--- config.mk ---
export PLATFORM = sky130hd
export DESIGN_NAME = beam_timing_gen
export DESIGN_NICKNAME = d
export VERILOG_FILES = /design/src/rtl/beam_pkg.sv /design/src/rtl/beam_tick_frac.sv /design/src/rtl/beam_hcount.sv /design/src/rtl/beam_vcount.sv /design/src/rtl/beam_timing_gen.sv
export SDC_FILE = /design/constraint.sdc
export NUM_CORES = 1
export LEC_CHECK = 0
export BUFFER_PORTS_ARGS = -buffer_cell sky130_fd_sc_hd__buf_2
export CAP_MARGIN = 10
export CORE_ASPECT_RATIO = 1.25
export CORE_MARGIN = 4
export CORE_UTILIZATION = 61
export DETAILED_ROUTE_END_ITERATION = 6
export PLACE_DENSITY = 0.87
export SLEW_MARGIN = 10
export SYNTH_ARGS = -nofsm -noshare
export SYNTH_HDL_FRONTEND = slang
export SYNTH_SLANG_ARGS = --single-unit
export TNS_END_PERCENT = 5
--- constraint.sdc ---
create_clock -name clk -period 18.2 [get_ports clk]
set_input_delay 3.64 -clock clk [delete_from_list [all_inputs] [get_ports clk]]
set_output_delay 3.64 -clock clk [all_outputs]
set_load 0.1 [all_outputs]
--- src/rtl/beam_pkg.sv ---
package beam_pkg;

  localparam int unsigned CW = 16;
  typedef logic [CW-1:0] cnt_t;

  // limit a programmed window edge to the active total
  function automatic cnt_t clamp_to(input cnt_t v, input cnt_t lim);
    return (v > lim) ? lim : v;
  endfunction

  // blanking: position before the window opens or at/after it closes
  function automatic logic outside_window(input cnt_t pos, input cnt_t lo, input cnt_t hi);
    return (pos < lo) || (pos >= hi);
  endfunction

  function automatic logic [3:0] dot_divider(input logic [2:0] idx);
    logic [3:0] d;
    case (idx)
      3'd0:    d = 4'd10;
      3'd1:    d = 4'd8;
      3'd2:    d = 4'd5;
      3'd3:    d = 4'd4;
      default: d = 4'd7;
    endcase
    return d;
  endfunction

  function automatic logic odd_line_bit(input logic mode_480i, input cnt_t sy,
                                        input cnt_t line, input logic fld, input logic vb);
    cnt_t s;
    s = mode_480i ? (sy + cnt_t'(fld & ~vb)) : (sy + line);
    return s[0];
  endfunction

endpackage

--- src/rtl/beam_tick_frac.sv ---
module beam_tick_frac #(
  parameter int MUL = 11,
  parameter int DIV = 7,
  parameter int AVW = 2
) (
  input  logic           clk,
  input  logic           rst_n,
  input  logic           en,
  output logic [AVW-1:0] adv
);
  localparam int RW = (DIV > 2) ? $clog2(DIV) : 1;
  localparam int SW = $clog2(DIV + MUL);

  logic [RW-1:0] rem_q, rem_d;
  logic [SW-1:0] sum;

  always_comb begin
    sum   = SW'(rem_q) + SW'(MUL);
    adv   = '0;
    rem_d = rem_q;
    if (en) begin
      adv   = AVW'(sum / SW'(DIV));
      rem_d = RW'(sum % SW'(DIV));
    end
  end

  always_ff @(posedge clk) begin
    if (!rst_n) rem_q <= '0;
    else        rem_q <= rem_d;
  end
endmodule

--- src/rtl/beam_hcount.sv ---
module beam_hcount #(
  parameter int W   = 12,
  parameter int AVW = 2
) (
  input  logic           clk,
  input  logic           rst_n,
  input  logic [AVW-1:0] adv,
  input  logic [W-1:0]   total,
  output logic [W-1:0]   tick,
  output logic [W-1:0]   tick_next,
  output logic           line_step
);
  logic [W:0] sum;

  always_comb begin
    sum       = {1'b0, tick} + (W+1)'(adv);
    tick_next = tick;
    line_step = 1'b0;
    if (adv != '0) begin
      if (tick >= total) begin
        tick_next = '0;
        line_step = 1'b1;
      end else if (sum >= {1'b0, total}) begin
        tick_next = W'(sum - {1'b0, total});
        line_step = 1'b1;
      end else begin
        tick_next = sum[W-1:0];
      end
    end
  end

  always_ff @(posedge clk) begin
    if (!rst_n) tick <= '0;
    else        tick <= tick_next;
  end
endmodule

--- src/rtl/beam_vcount.sv ---
module beam_vcount #(
  parameter int W = 9
) (
  input  logic         clk,
  input  logic         rst_n,
  input  logic         step,
  input  logic [W-1:0] total,
  input  logic         interlace_en,
  output logic [W-1:0] line,
  output logic [W-1:0] line_next,
  output logic         field,
  output logic         frame_wrap
);
  logic field_d;

  always_comb begin
    line_next  = line;
    frame_wrap = 1'b0;
    if (step) begin
      if (line >= total - W'(1)) begin
        line_next  = '0;
        frame_wrap = 1'b1;
      end else begin
        line_next = line + W'(1);
      end
    end
    field_d = frame_wrap ? (interlace_en & ~field) : field;
  end

  always_ff @(posedge clk) begin
    if (!rst_n) begin
      line  <= '0;
      field <= 1'b0;
    end else begin
      line  <= line_next;
      field <= field_d;
    end
  end
endmodule

--- src/rtl/beam_timing_gen.sv ---
module beam_timing_gen #(
  parameter int NTSC_HTOTAL = 3413,
  parameter int NTSC_VTOTAL = 263,
  parameter int PAL_HTOTAL  = 3406,
  parameter int PAL_VTOTAL  = 314,
  parameter int TICK_MUL    = 11,
  parameter int TICK_DIV    = 7,
  parameter int YW          = 10,
  localparam int HMAX = (NTSC_HTOTAL > PAL_HTOTAL) ? NTSC_HTOTAL : PAL_HTOTAL,
  localparam int VMAX = (NTSC_VTOTAL > PAL_VTOTAL) ? NTSC_VTOTAL : PAL_VTOTAL,
  localparam int HW   = $clog2(HMAX + 1),
  localparam int VW   = $clog2(VMAX + 1)
) (
  input  logic          clk,
  input  logic          rst_n,
  input  logic          sys_tick_en,
  input  logic          pal_sel,
  input  logic [HW-1:0] h_disp_start,
  input  logic [HW-1:0] h_disp_end,
  input  logic [VW-1:0] v_disp_start,
  input  logic [VW-1:0] v_disp_end,
  input  logic [1:0]    hres_base,
  input  logic          hres_wide,
  input  logic          vres_480,
  input  logic          interlace_en,
  input  logic [YW-1:0] start_y,
  output logic [HW-1:0] tick_pos,
  output logic [VW-1:0] line_pos,
  output logic          hblank,
  output logic          vblank,
  output logic          vblank_irq,
  output logic          hblank_evt,
  output logic          field,
  output logic          odd_line,
  output logic [3:0]    dot_div
);
  import beam_pkg::*;

  localparam int ADV_MAX = (TICK_DIV - 1 + TICK_MUL) / TICK_DIV;
  localparam int AVW     = $clog2(ADV_MAX + 1);

  logic [HW-1:0]  h_total;
  logic [VW-1:0]  v_total;
  logic [AVW-1:0] adv;
  logic [HW-1:0]  tick_d;
  logic [VW-1:0]  line_d;
  logic           line_step;
  logic           frame_wrap;
  cnt_t           h_lo, h_hi, v_lo, v_hi;
  logic           hb_d, vb_d;

  assign h_total = pal_sel ? HW'(PAL_HTOTAL) : HW'(NTSC_HTOTAL);
  assign v_total = pal_sel ? VW'(PAL_VTOTAL) : VW'(NTSC_VTOTAL);

  assign h_lo = clamp_to(cnt_t'(h_disp_start), cnt_t'(h_total));
  assign h_hi = clamp_to(cnt_t'(h_disp_end),   cnt_t'(h_total));
  assign v_lo = clamp_to(cnt_t'(v_disp_start), cnt_t'(v_total));
  assign v_hi = clamp_to(cnt_t'(v_disp_end),   cnt_t'(v_total));

  beam_tick_frac #(.MUL(TICK_MUL), .DIV(TICK_DIV), .AVW(AVW)) u_frac (
    .clk(clk), .rst_n(rst_n), .en(sys_tick_en), .adv(adv)
  );

  beam_hcount #(.W(HW), .AVW(AVW)) u_hcnt (
    .clk(clk), .rst_n(rst_n), .adv(adv), .total(h_total),
    .tick(tick_pos), .tick_next(tick_d), .line_step(line_step)
  );

  beam_vcount #(.W(VW)) u_vcnt (
    .clk(clk), .rst_n(rst_n), .step(line_step), .total(v_total),
    .interlace_en(interlace_en), .line(line_pos), .line_next(line_d),
    .field(field), .frame_wrap(frame_wrap)
  );

  assign hb_d = outside_window(cnt_t'(tick_d), h_lo, h_hi);
  assign vb_d = outside_window(cnt_t'(line_d), v_lo, v_hi);

  always_ff @(posedge clk) begin
    if (!rst_n) begin
      hblank     <= 1'b1;
      vblank     <= 1'b1;
      hblank_evt <= 1'b0;
      vblank_irq <= 1'b0;
    end else begin
      hblank     <= hb_d;
      vblank     <= vb_d;
      hblank_evt <= hb_d & ~hblank;
      vblank_irq <= vb_d & ~vblank;
    end
  end

  assign odd_line = odd_line_bit(vres_480 & interlace_en, cnt_t'(start_y),
                                 cnt_t'(line_pos), field, vblank);
  assign dot_div  = dot_divider({hres_wide, hres_base});
endmodule

==> run_results.csv <==
group,metric,value,unit
synthesis,synth_cells,554,
place,port_buffers,82,
critical_path,timing.rr.end,"vblank_irq$_SDFF_PN0_",
critical_path,crit_fanout,13,
synthesis,syn_area,0.00439,mm²
sta,finalCritPeriodShare,0.484,
synthesis,synth_largest_area_cell,"ha_1",
sta,fin_crit,8.82,ns
sta,finalSetupTns,0,ns
clock_tree,ctsHoldBuffers,0,
detailed_routing,viasPerCell,6.34,
critical_path,path_class,"in2reg",
sta,finalSetupViolations,0,
floorplan,fp.coreArea,0.00698,mm²
sta,drv_slew,0,
floorplan,boundaryPins,92,
floorplan,rows,34,
place,hpwl,9290,µm
global_route,antenna_found_initial,0,
sta,finClkSkew,0.00613,ns
detailed_routing,wire_per_inst,16.0,µm
sta,whs,0.439,ns
sta,rsz0062_at_grt,"no",
synthesis,synth_cell_type_count,82,
global_route,grt_pass1_vias,4532,
power_and_ir_drop,intPower,0.000203,W
final_layout,syn2layout_area_growth,12.3,%
clock_tree,numCtsBuffers,5,
detailed_routing,vias,4562,
clock_tree,postCtsSetupBuffers,0,
detailed_routing,firstDrtPassIters,4,
critical_path,r2r-start,"u_frac.rem_q[0]$_SDFFE_PN0P_",
floorplan,start_util,0.629,
synthesis,synth-edff-count,0,
synthesis,synth_most_common_cell,"ha_1",
floorplan,dieHeight,103,µm
clock_tree,h-tree-depth,2,
synthesis,ys_seq_area_frac,0.132,
power_and_ir_drop,clkPwrFrac,0.123,
final_layout,drive_above_1_share,0.188,
final_layout,nets,772,
clock_tree,insertion_delay,0.28,ns
critical_path,cp-end-kind,"flip-flop",
sta,worst_pin_slew,1.04,ns
status,status,"completed",
critical_path,crit_required,18.35,ns
floorplan,die_w,83.9,µm
clock_tree,clock-sinks,29,
clock_tree,cts_buffer_depth,2,
critical_path,reg2regPathDepth,32,
floorplan,dieArea,0.00863,mm²
synthesis,netlist.area_leader.share,0.231,
synthesis,syn-num-nets,698,
global_route,grt_max_degree,30,
sta,hold_viol_final,0,
global_route,overflow,0,
hold_path,worstHoldPathCells,1,
power_and_ir_drop,vdd_drop_max,0.0970,mV
hold_path,min-delay-path-class,"reg2reg",
power_and_ir_drop,p_seq_frac,0.182,
power_and_ir_drop,switching_share,0.523,
power_and_ir_drop,power.density,86.2,mW/mm²
power_and_ir_drop,p_comb_frac,0.696,
synthesis,async_flop_share,0,
sta,max_freq,113,MHz
critical_path,cp.arrival,8.97,ns
synthesis,synth_top_cells_by_count,"ha_1 (81), nand2_1 (47), inv_1 (39), a21oi_1 (38), nor2_1 (33)",
synthesis,syn_area_per_cell,7.93,µm²
global_route,grt_usage,0.271,
critical_path,crit_path_start_kind,"input port",
critical_path,reg2reg_slack,10.59,ns
detailed_routing,remaining_drc_errors,0,
synthesis,ys.flop_type,"dfxtp_1",
clock_tree,cts_resized,0,
detailed_routing,drt_wl_total,11500,µm
sta,slew_headroom,0.307,
clock_tree,clk_pin_slew,0.07,ns
global_route,grt_pass1_wl,19600,µm
detailed_routing,ant_nets,0,
detailed_routing,drtIter0Drc,266,
place,gp_congestion,0.941,
flow_run,maxCapViolCount,0,
critical_path,cp-endpoint,"vblank_irq$_SDFF_PN0_",
synthesis,synth-seq-cells,29,
power_and_ir_drop,p_switching,0.000222,W
synthesis,yosysWarnings,0,
final_layout,antenna_cells,0,
synthesis,synthTopCellsByArea,"ha_1 (23%), dfxtp_1 (13%), a21oi_1 (4.3%)",
power_and_ir_drop,p_leak,2.48,nW
clock_tree,cts_tree,"yes",
critical_path,crit_path_start,"sys_tick_en",
clock_tree,cts_root_buf,"clkbuf_8",
## placed cells by master, fill, tap and decap left out, types with 10 or more instances in the layout
| master | instances |
|---|---|
| buf_2 | 82 |
| ha_1 | 81 |
| nand2_1 | 47 |
| inv_1 | 39 |
| a21oi_1 | 38 |
| nor2_1 | 33 |
| dfxtp_1 | 29 |
| o21ai_0 | 27 |
| mux2i_1 | 18 |
| nand3_1 | 17 |
| xnor2_1 | 15 |
| nand2b_1 | 14 |
| nor3_1 | 14 |
| a21o_1 | 13 |
| and2_1 | 10 |
## metrics by stage
step / cells / total power, W / area (µm²) / worst slack (ns) / util
detailed placement: 711 / 0.000368 / 4840 / 9.18 / 0.694
floorplan: 554 / 0.000305 / 4390 / 9.02 / -
global placement: 711 / 0.000353 / 4840 / 9.34 / 0.694
CTS: 719 / 0.000423 / 4930 / 9.48 / 0.707
finish: 719 / 0.000425 / 4930 / 9.38 / 0.707
global route: 719 / 0.000465 / 4930 / 8.96 / 0.707
## area by class of cell
class                      instances  area [µm²]
clock buffer                       5        68.8
clock inverter                     3        17.5
fill                             602        2050
inverter                          40         150
multi-input combinational        469        3580
sequential                        29         581
tap                               90         113
timing repair buffer              83         418
## metal layers
metal / GRT usage / up-vias / routed length, µm
li1: - / 2215 / -
met1: 0.296 / 2112 / 4570
met2: 0.515 / 186 / 5890
met3: 0.0456 / 49 / 610
met4: 0.120 / 0 / 440
met5: 0 / - / 0
## sequential cells by signal (all words and copies together), names as in the netlist
| name | count |
|---|---|
| u_frac.rem_q | 3 |
| vblank_irq | 1 |
| hblank | 1 |
| u_vcnt.line | 9 |
| u_hcnt.tick | 12 |
| hblank_evt | 1 |
| u_vcnt.field | 1 |
| vblank | 1 |
## kinds of logic (layout without fill, tap and decap cells)
kind of cell	after synthesis	after routing	share of synthesized area
buffers and inverters	56	131	0.0544
AO/OA/AOI/OAI	173	173	0.283
adder cells (fa/ha/maj)	83	83	0.240
multiplexers	19	19	0.0436
XOR/XNOR	19	19	0.0413
flip-flops	29	29	0.132
AND/OR/NAND/NOR	175	175	0.206
## worst max-delay path, stage by stage
cell,delay (ns)
buf_2,0.12
inv_1,0.11
nor2_1,0.30
inv_1,0.12
fa_1,0.53
nand3b_4,0.23
xnor2_1,0.16
ha_1,0.33
a21oi_1,0.21
o21ai_0,0.14
o211a_1,0.27
o21a_2,0.30
o21ai_2,0.37
a2bb2oi_1,0.44
ha_1,0.32
a21oi_1,0.14
o21ai_0,0.11
a41o_1,0.27
o41ai_1,0.40
nand3_1,0.14
o221ai_1,0.25
nor3_1,0.07
## power by group through the flow
| stage | logic [W] | registers (W) | clock network [W] |
|---|---|---|---|
| floorplan | 0.000219 | 0.0000857 | 0 |
| global placement | 0.000275 | 0.0000781 | 0 |
| detailed placement | 0.000289 | 0.0000785 | 0 |
| CTS | 0.000292 | 0.0000770 | 0.0000532 |
| global route | 0.000331 | 0.0000783 | 0.0000559 |
| finish | 0.000296 | 0.0000772 | 0.0000522 |
## how the worst min path moves through the flow
stage                                         to  slack (ns)                          from
finish                     hblank_evt$_SDFF_PN0_        0.44             hblank$_SDFF_PN1_
global route               hblank_evt$_SDFF_PN0_        0.45             hblank$_SDFF_PN1_
CTS                        hblank_evt$_SDFF_PN0_        0.44             hblank$_SDFF_PN1_
detailed placement         hblank_evt$_SDFF_PN0_        0.43             hblank$_SDFF_PN1_
global placement           hblank_evt$_SDFF_PN0_        0.42             hblank$_SDFF_PN1_
floorplan           u_frac.rem_q[2]$_SDFFE_PN0P_        0.51  u_frac.rem_q[2]$_SDFFE_PN0P_
(Power assumes the default switching activity.)
